==> src/rtl/dmac_pkg.sv <==
package dmac_pkg;
  typedef struct packed {
    logic sub;
    logic xchg;
    logic acc;
  } dmac_op_t;
endpackage

==> src/rtl/dmac_prod.sv <==
module dmac_prod #(
  parameter int HALF_W = 16,
  localparam int W = 2 * HALF_W
) (
  input  logic [W-1:0]        a_i,
  input  logic [W-1:0]        b_i,
  input  logic                xchg_i,
  output logic [1:0][W-1:0]   prod_o
);
  for (genvar k = 0; k < 2; k++) begin : g_lane
    logic [HALF_W-1:0]   ah, bh;
    logic signed [W-1:0] ax, bx;
    assign ah = a_i[k*HALF_W +: HALF_W];
    // crossed pairing takes the opposite half of b
    assign bh = xchg_i ? b_i[(1-k)*HALF_W +: HALF_W] : b_i[k*HALF_W +: HALF_W];
    assign ax = {{HALF_W{ah[HALF_W-1]}}, ah};
    assign bx = {{HALF_W{bh[HALF_W-1]}}, bh};
    assign prod_o[k] = ax * bx;
  end
endmodule

==> src/rtl/dmac_combine.sv <==
module dmac_combine #(
  parameter int W = 32
) (
  input  logic [1:0][W-1:0] prod_i,
  input  logic [W-1:0]      c_i,
  input  logic              sub_i,
  input  logic              acc_i,
  output logic [W-1:0]      result_o,
  output logic              ovf_sum_o,
  output logic              ovf_acc_o
);
  logic [W:0]   p0_x, p1_x, c_x, s1, s2;
  logic [W-1:0] w1;

  assign p0_x = {prod_i[0][W-1], prod_i[0]};
  assign p1_x = {prod_i[1][W-1], prod_i[1]};
  assign c_x  = {c_i[W-1], c_i};

  assign s1        = sub_i ? (p0_x - p1_x) : (p0_x + p1_x);
  assign ovf_sum_o = s1[W] ^ s1[W-1];
  assign w1        = s1[W-1:0];

  // accumulate on the wrapped first-step value
  assign s2        = {w1[W-1], w1} + (acc_i ? c_x : '0);
  assign ovf_acc_o = s2[W] ^ s2[W-1];
  assign result_o  = s2[W-1:0];
endmodule

==> src/rtl/dmac_unit.sv <==
module dmac_unit #(
  parameter int HALF_W = 16,
  localparam int W = 2 * HALF_W
) (
  input  logic         clk_i,
  input  logic         rst_ni,
  input  logic         valid_i,
  input  logic         sub_i,
  input  logic         xchg_i,
  input  logic         acc_i,
  input  logic [W-1:0] a_i,
  input  logic [W-1:0] b_i,
  input  logic [W-1:0] c_i,
  input  logic         q_clr_i,
  output logic         valid_o,
  output logic [W-1:0] result_o,
  output logic         q_o
);
  import dmac_pkg::*;

  dmac_op_t           op;
  logic [1:0][W-1:0]  prod;
  logic [W-1:0]       res_d;
  logic               ovf_sum, ovf_acc;
  logic [W-1:0]       result_q;
  logic               valid_q, q_q;

  assign op = '{sub: sub_i, xchg: xchg_i, acc: acc_i};

  dmac_prod #(.HALF_W(HALF_W)) i_prod (
    .a_i    (a_i),
    .b_i    (b_i),
    .xchg_i (op.xchg),
    .prod_o (prod)
  );

  dmac_combine #(.W(W)) i_combine (
    .prod_i    (prod),
    .c_i       (c_i),
    .sub_i     (op.sub),
    .acc_i     (op.acc),
    .result_o  (res_d),
    .ovf_sum_o (ovf_sum),
    .ovf_acc_o (ovf_acc)
  );

  always_ff @(posedge clk_i or negedge rst_ni) begin
    if (!rst_ni) begin
      result_q <= '0;
      valid_q  <= 1'b0;
      q_q      <= 1'b0;
    end else begin
      valid_q <= valid_i;
      if (valid_i) result_q <= res_d;
      // new overflow wins over a same-cycle clear
      q_q <= (q_q & ~q_clr_i) | (valid_i & (ovf_sum | ovf_acc));
    end
  end

  assign result_o = result_q;
  assign valid_o  = valid_q;
  assign q_o      = q_q;

  p_sub_no_ovf_r11: assert property (@(posedge clk_i) disable iff (!rst_ni)
    valid_i && sub_i |-> !ovf_sum);
  p_strobe_r6: assert property (@(posedge clk_i) disable iff (!rst_ni)
    valid_i |=> valid_o);
  p_no_strobe_r6: assert property (@(posedge clk_i) disable iff (!rst_ni)
    !valid_i |=> !valid_o);
  p_hold_r6: assert property (@(posedge clk_i) disable iff (!rst_ni)
    !valid_i |=> $stable(result_o));
  p_sticky_r10: assert property (@(posedge clk_i) disable iff (!rst_ni)
    q_o && !q_clr_i |=> q_o);
  p_clear_r10: assert property (@(posedge clk_i) disable iff (!rst_ni)
    q_clr_i && !(valid_i && (ovf_sum || ovf_acc)) |=> !q_o);
  p_sum_ovf_r8: assert property (@(posedge clk_i) disable iff (!rst_ni)
    valid_i && ovf_sum |=> q_o);
  p_acc_ovf_r9: assert property (@(posedge clk_i) disable iff (!rst_ni)
    valid_i && ovf_acc |=> q_o);
endmodule

==> config.mk <==
export PLATFORM = sky130hd
export DESIGN_NAME = dmac_unit
export DESIGN_NICKNAME = d
export VERILOG_FILES = /design/src/rtl/dmac_pkg.sv /design/src/rtl/dmac_prod.sv /design/src/rtl/dmac_combine.sv /design/src/rtl/dmac_unit.sv
export SDC_FILE = /design/constraint.sdc
export NUM_CORES = 2
export LEC_CHECK = 0
export ABC_AREA = 1
export BUFFER_PORTS_ARGS = -buffer_cell sky130_fd_sc_hd__buf_2
export CAP_MARGIN = 20
export CORE_MARGIN = 2
export CORE_UTILIZATION = 40
export DETAILED_ROUTE_END_ITERATION = 10
export GPL_ROUTABILITY_DRIVEN = 1
export GPL_TIMING_DRIVEN = 0
export PLACE_DENSITY = 0.55
export SLEW_MARGIN = 20
export SYNTH_ARGS = -nofsm -noshare
export SYNTH_HDL_FRONTEND = slang
export SYNTH_SLANG_ARGS = --single-unit
==> constraint.sdc <==
create_clock -name clk_i -period 0.8 [get_ports clk_i]
set_input_delay 0.16 -clock clk_i [delete_from_list [all_inputs] [get_ports clk_i]]
set_output_delay 0.16 -clock clk_i [all_outputs]
set_load 0.03 [all_outputs]
==> results by group <==
Logic synthesis
  – Dominant cell type by area after synthesis: fa_1
  – Yosys warns: 0
  – Top cells by area, synth: fa_1, inv_1, nand2_1, ha_1, nor2_1
  – Unique masters post-synth: 55
  – Synth Flop Type: dfrtp_1
  – Ys async rst share: 100%
  – Seq/Total Area, Yosys: under 10%
  – Post-synthesis register bit count: 34
  – Post-synthesis instance area: ~26000 sq um
  – EDFF count, synth: 0
  – Synth top area share: about two fifths
  – Syn Inst Count: approximately 3500
  – Mapped Nets: 4402
  – Syn avg cell area: 7.42 sq um

Clock network
  – CTS clk-pin slew, worst paths: about 0.06 ns
  – Clock Tree Root: clkbuf_16
  – Clk buf depth: 2
  – CTS H-tree lvls: 2
  – CTS tree: yes
  – Sink Count: 34
  – Clk_lat worst skew: 0.28 ns
  – CTS Buf Count: 5

Routing
  – Via count: ~23000
  – Avg Vias per Cell: about 4.9
  – DRC errors left: 0
  – Router iterations before antenna repair: 7
  – Drt total wl: ~83000 um
  – Routed Antenna Nets: 0
  – Wire per inst: ~17 um
  – Initial DRC Count: approximately 1200

Floorplanning
  – Io pins: 137
  – Row count: 94
  – Chip width: roughly 260 um
  – Core area: approximately 65000 sq um
  – Die ar.: just under 70000 sq um
  – Starting density of the core: roughly two fifths
  – Chip height: 260 um

Worst setup path
  – Critical path class: in -> reg
  – RR Endpoint: result_o[22]
  – Crit path largest cell delay: around 0.53 ns
  – R2R Setup Slk: ~0.12 ns
  – Critical path data arrival time: slightly above 9 ns
  – Crit path launch: xchg_i
  – Worst path bufs/invs: 12
  – Kind of end point of the critical path: flip-flop
  – Crit start category: input port
  – Crit-path max FO: 8
  – Critical Path Stages: 50
  – Reg2Reg Depth: 2
  – Worst R2R Start: result_o[22]
  – Delay-heaviest family, CP: adder cells
  – Most common cell on crit path: inv_2
  – Worst path required time: 0.98 ns
  – Crit path max-delay cell type: fa_1

Global route
  – Total gr overflow: 0
  – Global-route wire length before repair: around 130000 um
  – Largest net degree at the start of global routing: 35
  – Vias in the first global route: about 24000
  – Gr usage total: between 20 and 25%
  – Initial antenna violation count: 0

STA
  – Final setup margin: -8.15 ns
  – Pins Over Slew Limit: 0
  – Worst-Margin Slew: slightly below 0.8 ns
  – Worst hold slack: -0.0672 ns
  – Crit path time final: 8.95 ns
  – Final hold violations: 34
  – RSZ-0062 raised after global routing: yes
  – Final period utilization: 1120%
  – Final setup fails: 67
  – Sum Neg Setup Slack: -209.91 ns
  – Worst Skew: 0 ns
  – Slew HR: 48.3%
  – Max Clk Rate: roughly 110 MHz

Cells and area
  – Register area: around 850 sq um
  – Final instance area: 33900 sq um
  – # fillers: ~6300
  – Commonest non-fill, non-tap cells in the layout: inv_1, nand2_1, fa_1, nor2_1, buf_4
  – Most common cell after layout, fill and taps aside: inv_1
  – Number of diodes: 0
  – Area grow syn2layout: 28.8%
  – Fraction of layout cells with a size suffix above 1: between 20% and 30%
  – Footprint of the multi-input gates: about 25000 sq um
  – Layout Nets: between 4000 and 5000

Placement
  – Placed Area: 28800 sq um
  – Dpl hpwl: 68700 um
  – Gpl congestion: roughly 0.9
  – Port Buffers: 120
  – Pre-CTS setup slack: -9.30 ns

Outcome
  – Run status: finished, violations left
  – Failing checks: negative hold slack, negative setup slack

Flow run
  – Max-Cap Viols: 0

Hold path
  – Worst Hold Class: in -> async
## Yosys cell counts, types with 3 or more instances
library cell / instances
inv_1: 903
nand2_1: 792
fa_1: 526
nor2_1: 349
ha_1: 230
a21oi_1: 117
o21ai_0: 78
nand3_1: 71
xor2_1: 69
clkbuf_1: 58
xnor2_1: 55
dfrtp_1: 34
o21ai_1: 30
nor3_1: 29
nand4_1: 23
nand2_2: 20
inv_2: 16
a31oi_1: 15
buf_1: 13
clkinv_1: 11
nor2_2: 11
o21bai_1: 11
a21boi_1: 7
o21a_1: 7
o221ai_1: 6
a221oi_1: 5
nand3b_1: 5
or2_2: 5
nand2_4: 4
nand3_2: 4
nor3_2: 4
a21o_1: 3
nor2_4: 3
o21ai_2: 3
## worst max path at each step
stage | end | slack (ns)
2_1_floorplan | q_o | -7.51
3_3_place_gp | q_o | -9.43
3_5_place_dp | q_o | -9.30
4_1_cts | q_o | -8.02
5_1_grt | q_o | -8.52
6_report | q_o | -8.15
## stage by stage
step                      util (%)  cells
final                         51.8   4746
after global routing          51.8   4746
after global placement        44.1   4527
after CTS                     48.8   4668
after detailed placement      44.1   4527
after floorplan                  -   3543
## cell type report
class                      count  area share [%]
multi-input combinational   2507            73.6
inverter                     930            10.6
timing repair buffer         330            7.82
tap                          864            3.19
sequential                    34            2.51
buffer                        72            1.78
clock buffer                   6           0.410
clock inverter                 2          0.0369
timing repair inverter         1          0.0258
## cells by family after synthesis
| group | share of synthesized area, % |
|---|---|
| AO/OA/AOI/OAI | 6.41 |
| buffers and inverters | 14.3 |
| XOR/XNOR | 4.25 |
| AND/OR/NAND/NOR | 20.8 |
| adder cells (fa/ha/maj) | 51.0 |
| flip-flops | 3.23 |
## flip-flops by register name, summed over array words and instances, names as in the netlist
| register | flops |
|---|---|
| result_o | 32 |
| q_o | 1 |
| valid_o | 1 |
## per-layer routing
layer / track usage, % / vias up / routed length (um)
li1: - / 11100 / -
met1: 33.7 / 11600 / 36600
met2: 42.5 / 618 / 40100
met3: 1.61 / 83 / 4080
met4: 5.29 / 0 / 1990
met5: 0 / - / 0
## what timing repair did
action	4_1_cts	5_1_grt
setup endpoints to repair	67	67
gates resized for setup	445	343
hold endpoints to repair	34	1
pin swaps	133	142
setup buffers	129	80
gates cloned	7	2
Power is left out: the tool's default activity adds up to more than one toggle a clock period on the data nets, which glitch-free logic cannot reach.
